## config.mk

```make
export PLATFORM = sky130hd
export DESIGN_NAME = byte_word_bridge
export DESIGN_NICKNAME = d
export VERILOG_FILES = /design/src/rtl/bwb_pkg.sv /design/src/rtl/bwb_rd_path.sv /design/src/rtl/bwb_wr_path.sv /design/src/rtl/bwb_pair_track.sv /design/src/rtl/byte_word_bridge.sv
export SDC_FILE = /design/constraint.sdc
export NUM_CORES = 1
export LEC_CHECK = 0
export BUFFER_PORTS_ARGS = -buffer_cell sky130_fd_sc_hd__buf_2
export CELL_PAD_IN_SITES_DETAIL_PLACEMENT = 2
export CELL_PAD_IN_SITES_GLOBAL_PLACEMENT = 2
export CORE_ASPECT_RATIO = 1.2
export CORE_MARGIN = 8
export CORE_UTILIZATION = 25
export DETAILED_ROUTE_END_ITERATION = 8
export HOLD_SLACK_MARGIN = 0.1
export PLACE_DENSITY = 0.95
export SKIP_LAST_GASP = 1
export SYNTH_ARGS = -nofsm -noshare
export SYNTH_HDL_FRONTEND = slang
export SYNTH_SLANG_ARGS = --single-unit
```

## constraint.sdc

```tcl
create_clock -name clk -period 2.16 [get_ports clk]
set_input_delay 0.108 -clock clk [delete_from_list [all_inputs] [get_ports clk]]
set_output_delay 0.108 -clock clk [all_outputs]
set_load 0.01 [all_outputs]
```

## src/rtl/bwb_pkg.sv

```systemverilog
// Package: shared types for the byte-to-word bridge.
// Assumes nothing beyond IEEE 1800-2017 enum support.
package bwb_pkg;

    // Kind of host access decoded for the current cycle.
    typedef enum logic [1:0] {
        ACC_IDLE  = 2'd0,
        ACC_READ  = 2'd1,
        ACC_WRITE = 2'd2
    } acc_kind_e;

endpackage

```

## src/rtl/bwb_rd_path.sv

```systemverilog
// Module: bwb_rd_path
// Read side of the bridge. The first-half read passes the memory low byte
// straight to the host and saves the high byte. The second-half read returns
// the saved byte. Assumes memory read data is valid in the cycle of the access.
module bwb_rd_path #(
    parameter int BYTE_W = 8
) (
    input  logic              clk,
    input  logic              rst_n,
    input  logic              rd_lo,
    input  logic              rd_hi,
    input  logic [BYTE_W-1:0] mem_lo_byte,
    input  logic [BYTE_W-1:0] mem_hi_byte,
    output logic [BYTE_W-1:0] host_rdata,
    output logic              host_oe
);

    logic [BYTE_W-1:0] hold_hi;

    // Save the upper memory byte during a first-half read.
    always_ff @(posedge clk) begin
        if (!rst_n) begin
            hold_hi <= '0;
        end else if (rd_lo) begin
            hold_hi <= mem_hi_byte;
        end
    end

    // Choose the byte for the host: memory for the first half, saved byte otherwise.
    always_comb begin
        host_rdata = rd_lo ? mem_lo_byte : hold_hi;
        host_oe    = rd_lo | rd_hi;
    end

    // A second-half read directly after a first-half read returns the byte saved then.
    assert_rd_hold_R3: assert property (@(posedge clk) disable iff (!rst_n)
        rd_lo |=> (rd_hi |-> host_rdata == $past(mem_hi_byte)));

endmodule

```

## src/rtl/bwb_wr_path.sv

```systemverilog
// Module: bwb_wr_path
// Write side of the bridge. The first-half write saves the host byte. The
// second-half write issues one memory write that joins the host byte with the
// saved byte. Assumes the memory accepts a write at the clock edge.
module bwb_wr_path #(
    parameter int BYTE_W = 8
) (
    input  logic                clk,
    input  logic                rst_n,
    input  logic                wr_lo,
    input  logic                wr_hi,
    input  logic [BYTE_W-1:0]   host_wdata,
    output logic [2*BYTE_W-1:0] mem_wdata,
    output logic                mem_we
);

    logic [BYTE_W-1:0] hold_lo;

    // Save the first-half byte until the second half arrives.
    always_ff @(posedge clk) begin
        if (!rst_n) begin
            hold_lo <= '0;
        end else if (wr_lo) begin
            hold_lo <= host_wdata;
        end
    end

    // Build the full word and raise the strobe only on the second half.
    always_comb begin
        mem_wdata = {host_wdata, hold_lo};
        mem_we    = wr_hi;
    end

    // The low half committed by a pair is the byte written in the cycle before.
    assert_wr_hold_R5: assert property (@(posedge clk) disable iff (!rst_n)
        wr_lo |=> (wr_hi |-> mem_wdata[BYTE_W-1:0] == $past(host_wdata)));

endmodule

```

## src/rtl/bwb_pair_track.sv

```systemverilog
// Module: bwb_pair_track
// Checks that halves are ordered correctly. It records the latest unconsumed
// first-half access and flags any second-half access whose word address or
// direction does not match it. Assumes one access per cycle at most.
module bwb_pair_track #(
    parameter int WADDR_W = 5
) (
    input  logic               clk,
    input  logic               rst_n,
    input  bwb_pkg::acc_kind_e acc_kind,
    input  logic               acc_hi,
    input  logic [WADDR_W-1:0] acc_waddr,
    output logic               seq_err
);

    logic               pend_v;
    logic               pend_wr;
    logic [WADDR_W-1:0] pend_addr;
    logic               acc_valid;
    logic               acc_wr;
    logic               pair_ok;

    // Decode the access and compare it with the pending first half.
    always_comb begin
        acc_valid = (acc_kind != bwb_pkg::ACC_IDLE);
        acc_wr    = (acc_kind == bwb_pkg::ACC_WRITE);
        pair_ok   = pend_v && (pend_addr == acc_waddr) && (pend_wr == acc_wr);
    end

    // Record first halves, consume them on second halves, and pulse the error flag.
    always_ff @(posedge clk) begin
        if (!rst_n) begin
            pend_v    <= 1'b0;
            pend_wr   <= 1'b0;
            pend_addr <= '0;
            seq_err   <= 1'b0;
        end else begin
            seq_err <= acc_valid && acc_hi && !pair_ok;
            if (acc_valid && !acc_hi) begin
                pend_v    <= 1'b1;
                pend_wr   <= acc_wr;
                pend_addr <= acc_waddr;
            end else if (acc_valid) begin
                pend_v <= 1'b0;
            end
        end
    end

    // A matching pair in back-to-back cycles never raises the flag.
    assert_pair_ok_R7: assert property (@(posedge clk) disable iff (!rst_n)
        (acc_valid && !acc_hi) |=>
        ((acc_valid && acc_hi && acc_wr == $past(acc_wr) && acc_waddr == $past(acc_waddr))
         |=> !seq_err));

endmodule

```

## src/rtl/byte_word_bridge.sv

```systemverilog
// Module: byte_word_bridge (top)
// Connects an 8-bit host bus to a 16-bit memory through two byte accesses
// per word, with host address bit 0 choosing the half. Assumes asynchronous-read
// memory with a write strobe sampled on the clock edge. When the host raises
// read and write together, the access is a write.
module byte_word_bridge #(
    parameter int ADDR_W = 13,
    parameter int BYTE_W = 8
) (
    input  logic                clk,
    input  logic                rst_n,
    input  logic                host_sel,
    input  logic                host_rd,
    input  logic                host_wr,
    input  logic [ADDR_W-1:0]   host_addr,
    input  logic [BYTE_W-1:0]   host_wdata,
    output logic [BYTE_W-1:0]   host_rdata,
    output logic                host_oe,
    output logic [ADDR_W-2:0]   mem_addr,
    input  logic [2*BYTE_W-1:0] mem_rdata,
    output logic [2*BYTE_W-1:0] mem_wdata,
    output logic                mem_we,
    output logic                seq_err
);

    localparam int WADDR_W = ADDR_W - 1;
    localparam int WORD_W  = 2 * BYTE_W;

    bwb_pkg::acc_kind_e acc_kind;
    logic               phase_hi;
    logic               rd_lo, rd_hi, wr_lo, wr_hi;

    // Decode the access kind and its half from the host strobes.
    always_comb begin
        if (!host_sel)     acc_kind = bwb_pkg::ACC_IDLE;
        else if (host_wr)  acc_kind = bwb_pkg::ACC_WRITE;
        else if (host_rd)  acc_kind = bwb_pkg::ACC_READ;
        else               acc_kind = bwb_pkg::ACC_IDLE;
        phase_hi = host_addr[0];
        rd_lo    = (acc_kind == bwb_pkg::ACC_READ)  && !phase_hi;
        rd_hi    = (acc_kind == bwb_pkg::ACC_READ)  &&  phase_hi;
        wr_lo    = (acc_kind == bwb_pkg::ACC_WRITE) && !phase_hi;
        wr_hi    = (acc_kind == bwb_pkg::ACC_WRITE) &&  phase_hi;
        mem_addr = host_addr[ADDR_W-1:1];
    end

    bwb_rd_path #(.BYTE_W(BYTE_W)) u_rd (
        .clk         (clk),
        .rst_n       (rst_n),
        .rd_lo       (rd_lo),
        .rd_hi       (rd_hi),
        .mem_lo_byte (mem_rdata[BYTE_W-1:0]),
        .mem_hi_byte (mem_rdata[WORD_W-1:BYTE_W]),
        .host_rdata  (host_rdata),
        .host_oe     (host_oe)
    );

    bwb_wr_path #(.BYTE_W(BYTE_W)) u_wr (
        .clk        (clk),
        .rst_n      (rst_n),
        .wr_lo      (wr_lo),
        .wr_hi      (wr_hi),
        .host_wdata (host_wdata),
        .mem_wdata  (mem_wdata),
        .mem_we     (mem_we)
    );

    bwb_pair_track #(.WADDR_W(WADDR_W)) u_pair (
        .clk       (clk),
        .rst_n     (rst_n),
        .acc_kind  (acc_kind),
        .acc_hi    (phase_hi),
        .acc_waddr (host_addr[ADDR_W-1:1]),
        .seq_err   (seq_err)
    );

    // The host driver is enabled only for a selected read that is not also a write.
    assert_oe_gate_R6: assert property (@(posedge clk) disable iff (!rst_n)
        host_oe |-> (host_sel && host_rd && !host_wr));

    // A first-half access never writes memory.
    assert_no_lo_write_R4: assert property (@(posedge clk) disable iff (!rst_n)
        (host_sel && !host_addr[0]) |-> !mem_we);

    // With the bridge deselected, nothing reaches either bus.
    assert_idle_quiet_R6: assert property (@(posedge clk) disable iff (!rst_n)
        !host_sel |-> (!host_oe && !mem_we));

endmodule

```

======== After elaboration in Yosys (flattened, before gate mapping) ========
Index checks and enable logic that the tools add are counted.
cells by class
  multiplexer cells ....................... 6
  bitwise gates (word level) .............. 1
  equality and inequality tests ........... 4
  reductions and logical operators ........ 13
operators by type and width
  cell                count
  $eq 12x12->1        1
  $logic_and 1x1->1   9
  $mux 8              1
  $mux 2              2
  $reduce_bool 2->1   2
  $mux 1              3
  $eq 2x1->1 const B  1
  $eq 2x2->1 const B  1
  $logic_not 1->1     2
  $eq 1x1->1          1
  $or 1x1->1          1
storage, ports and cells
  logic and storage cells ................. 30
  output and inout bits ................... 39
  register bits ........................... 31

======== Longest topological paths before layout ========
  depth in word-level cells ............... 8
  mapped depth ............................ 5
  mapped depth without buffers ............ 4

======== Cells and area by module ========
From an unflattened synthesis, not the netlist that was laid out.
unflattened totals
  cells, all modules ...................... 186
  area, all modules ....................... 1595.3 um2
by module, submodules not included
  module            cells an instance  instances  sequential area each (um2)  area each (um2)
  bwb_pair_track    83                 1          300.3                       670.6
  bwb_rd_path       51                 1          160.2                       406.6
  bwb_wr_path       34                 1          160.2                       369.1
  byte_word_bridge  18                 1          0.0                         148.9

======== Worst setup path after synthesis ========
No wires, ideal clock.
  path kind ............................... input to register
  from .................................... input port host_addr[0]
  to ...................................... register u_pair.pend_wr
  required time ........................... 2.046 ns
  arrival time ............................ 0.952 ns
  stages .................................. 5
  setup slack ............................. 1.094 ns
  cells stage by stage .................... buf_2 -> or3_1 -> buf_2 -> a21oi_2 -> nor2b_1
between the ends
  cells in the longest elaborated chain, start to end .. 2
RTL lines
  item                  RTL line                source
  from (decl)           byte_word_bridge.sv:15  input logic [ADDR_W-1:0] host_addr,
  $logic_not 1->1       bwb_pair_track.sv:39    if (acc_valid && !acc_hi) begin
  $logic_and 1x1->1     bwb_pair_track.sv:39
  to (signal assigned)  bwb_pair_track.sv:41    pend_wr <= acc_wr;
  to (decl)             bwb_pair_track.sv:17    logic pend_wr;
Every way passes these cells.
A chain may end at the register's enable or synchronous reset.

======== Worst setup path after layout ========
  from .................................... input port host_addr[0]
  to ...................................... output port host_rdata[2]
between the ends
  cells in the longest elaborated chain, start to end .. 3
RTL lines
  item               RTL line                source
  $logic_not 1->1    byte_word_bridge.sv:40  rd_lo = (acc_kind == bwb_pkg::ACC_READ) && !phase_hi;
  $logic_and 1x1->1  byte_word_bridge.sv:40
  $mux 8             bwb_rd_path.sv:31       host_rdata = rd_lo ? mem_lo_byte : hold_hi;
  to (decl)          byte_word_bridge.sv:17  output logic [BYTE_W-1:0] host_rdata,
Every way passes these cells.

==> flow_metrics.env <==
export IMPL_r2r_end="u_pair.seq_err$_SDFF_PN0_"
export IMPL_area_growth_pct=41.65
export IMPL_diodes=0
export IMPL_synthAdderAreaFrac_pct=0
export IMPL_initial_utilization_pct=25.77
export IMPL_synth_main_ff_cell="dfxtp_1"
export IMPL_relSlewSlack_pct=59.78
export IMPL_grt_total_usage_pct=12.69
export IMPL_power_internal_uw=1077
export IMPL_p_switching_uw=347.0
export IMPL_post_drt_wl_per_cell_um=15.52
export IMPL_path_buf_inv=2
export IMPL_die_area_um2=9029
export IMPL_synth_top_family_by_area="simple AND/OR/NAND/NOR gates"
export IMPL_crit_chain="buf_2 -> or3_1 -> nand2_1 -> nand2_1 -> buf_2"
export IMPL_cp_slowest_cell="or3_1"
export IMPL_hold_depth=3
export IMPL_die_x_um=88.09
export IMPL_total_power_uw=1425
export IMPL_cts_sinks=31
export IMPL_fin_skew_ns=0.004798
export IMPL_synthCells=194
export IMPL_grt_start_max_net_pins=32
export IMPL_cts_made_buffers=5
export IMPL_drt_iter0_drc=31
export IMPL_reg2reg_from="u_pair.pend_addr[7]$_SDFFE_PN0P_"
export IMPL_syn_area_um2=1559
export IMPL_final_cell_mix="80 x buf_2, 63 x nand2_1, 31 x dfxtp_1, 26 x a21boi_1, 22 x dlygate4sd3_1"
export IMPL_post_dp_hpwl_mm=3.919
export IMPL_grt_overflow=0
export IMPL_drive_above_1_share_pct=34.18
export IMPL_r2r_slack_ns=1.05
export IMPL_p_per_area_nw_per_um2=645.1
export IMPL_seqPwrFrac_pct=42.3
export IMPL_vias=1581
export IMPL_yosys_area_share_xor_xnor_pct=7.303
export IMPL_synth_cell_types=23
export IMPL_cp_max_fo=19
export IMPL_clk_pin_slew_ns=0.06
export IMPL_htreeDepth=2
export IMPL_finalHoldViolCount=0
export IMPL_grtUsageMet3_pct=5.024
export IMPL_grt_pass1_wl_mm=8.921
export IMPL_worst_pin_slew_ns=0.6013
export IMPL_synth_edf_count=0
export IMPL_p_sw_share_pct=24.36
export IMPL_cts_tree="built"
export IMPL_ir_worst_vdd_uv=241.0
export IMPL_startpoint_type="primary input"
export IMPL_fmax_mhz=715.8
export IMPL_synth_simple_area_share_pct=20.87
export IMPL_avgSynthCellArea_um2=8.036
export IMPL_cp_required_ns=2.05
export IMPL_fin_nets=316
export IMPL_top_usage_layer="met2"
export IMPL_cp_end_kind="output pin"
export IMPL_gp_congestion=0.6775
export IMPL_slowest_delay_ns=0.58
export IMPL_rsz0062_at_grt="false"
export IMPL_place_port_buffers=80
export IMPL_min_to="u_pair.pend_addr[11]$_SDFFE_PN0P_"
export IMPL_muxShareOfSynthArea_pct=0
export IMPL_crit_family="simple AND/OR/NAND/NOR gates"
export IMPL_core_area_um2=6051
export IMPL_cts_root_buf="clkbuf_8"
export IMPL_yosys_register_bits=31
export IMPL_drc=0
export IMPL_ys_warn_count=0
export IMPL_finalSetupViolations=0
export IMPL_async_reset_ff_share_pct=0
export IMPL_grt_use_met1_pct=12.01
export IMPL_min_from="host_addr[12]"
export IMPL_combPwrFrac_pct=16.2
export IMPL_timing_final_crit_share_pct=64.68
export IMPL_synth_compound_area_share_pct=19.26
export IMPL_r2r_cells=4
export IMPL_routed_wl_mm=5.539
export IMPL_power_leakage_uw=0.001007
export IMPL_hold_slack_ns=0.1032
export IMPL_antenna_found_initial=0
export IMPL_cts_buffer_depth=2
export IMPL_ios=81
export IMPL_pwr_share_clk_pct=41.6
export IMPL_first_global_vias=1831
export IMPL_crit_arrival_ns=1.29
export IMPL_seq_area_um2=620.6
export IMPL_syn_nets=236
export IMPL_ys_seq_area_share_pct=39.81
export IMPL_drt_pass1_iterations=4
export IMPL_drv_cap=0
export IMPL_layout_commonest_cell="buf_2"
export IMPL_die_h_um=102.5
export IMPL_viasPerCell=4.429
export IMPL_use_met2_pct=24.59
export IMPL_num_fill_cells=705
export IMPL_worst_skew_pair_late_latency_ns=0.28
export IMPL_ant_nets=0
export IMPL_rows=31
export IMPL_multi_input_area_um2=739.5
export IMPL_critical_path_class="primary input to output pin"
export IMPL_setup_tns_ns=0
export IMPL_post_cts_buffers=0
export IMPL_worst_hold_path_type="primary input to flop"
export IMPL_status="finished, final reports clean"
export IMPL_report_final_slew_viol_count=0
export IMPL_period_minus_slack_ns=1.397
[worst max path at each step]
stage,start,end,slack [ns],cells past startpoint
finish,host_addr[0],host_rdata[2],0.76,5
CTS,host_addr[0],host_rdata[1],0.72,5
detailed placement,host_addr[0],host_rdata[0],0.71,5
global placement,host_addr[0],host_rdata[6],0.77,5
floorplan,host_addr[0],u_pair.pend_wr$_SDFFE_PN0P_,1.09,5
global route,host_addr[0],host_rdata[2],0.65,5
[worst register-to-register path: stages, from the launching register on]
cell and delay [ns]:
dfxtp_1 0.32, xnor2_1 0.17, nand4_1 0.13, nor4_1 0.25, a211oi_1 0.12
[kinds of logic (layout without fill, tap and decap cells)]
| kind of cell | after synthesis | after routing |
|---|---|---|
| AO/OA/AOI/OAI | 44 | 44 |
| XOR/XNOR | 13 | 13 |
| buffers and inverters | 30 | 111 |
| flip-flops | 31 | 31 |
| AND/OR/NAND/NOR | 76 | 76 |
[through the flow]
step,area [um2],util [%],setup WS [ns],std cells
finish,2208,36.50,0.7629,357
global route,2208,36.50,0.6479,357
floorplan,1559,-,1.094,194
detailed placement,1871,30.91,0.7126,327
global placement,1871,30.91,0.7706,327
CTS,2208,36.50,0.7238,357
[state kept, by name (all words and copies together), names as in the netlist]
register	cells
u_pair.pend_addr	12
u_pair.seq_err	1
u_wr.hold_lo	8
u_pair.pend_wr	1
u_pair.pend_v	1
u_rd.hold_hi	8
[cells in the mapped netlist, types with 2 or more instances]
library cell,instances,area [um2]
buf_2,3,15.01
clkbuf_1,5,18.77
nor4_1,2,12.51
xor2_1,5,43.79
nand2_1,63,236.5
o21ai_0,12,60.06
buf_4,22,165.2
a21boi_1,26,195.2
nor2b_1,2,12.51
a21boi_0,2,15.01
dfxtp_1,31,620.6
nand4_1,2,12.51
xnor2_1,8,70.07
nor2_2,2,12.51
[repair_timing]
action / in CTS / in global routing
hold buffers: 22 / 0
resized for setup: 0 / 0
hold endpoints to repair: 22 / 0
[power groups by stage]
stage                     sequential [uW]  clock, uW  combinational, uW
final                                 602        592                230
after global routing                  604        640                255
after floorplan                       616          0                122
after detailed placement              615          0                200
after global placement                614          0                191
after CTS                             602        619                232
[final cells by class]
type                            count  area share, %
Clock inverter                      2          1.586
Multi-Input combinational cell    133          33.48
Tap cell                           82          4.646
Sequential cell                    31          28.10
Clock buffer                        6          3.739
Timing Repair Buffer              103          28.44
[layer usage]
layer  routed length [um]  share of wire [%]
met1                 2052                 37
met2                 3014                 54
met3                  427                7.7
met4                   44               0.79
met5                    0                  0
No activity file was read; power rests on OpenSTA's default activity.
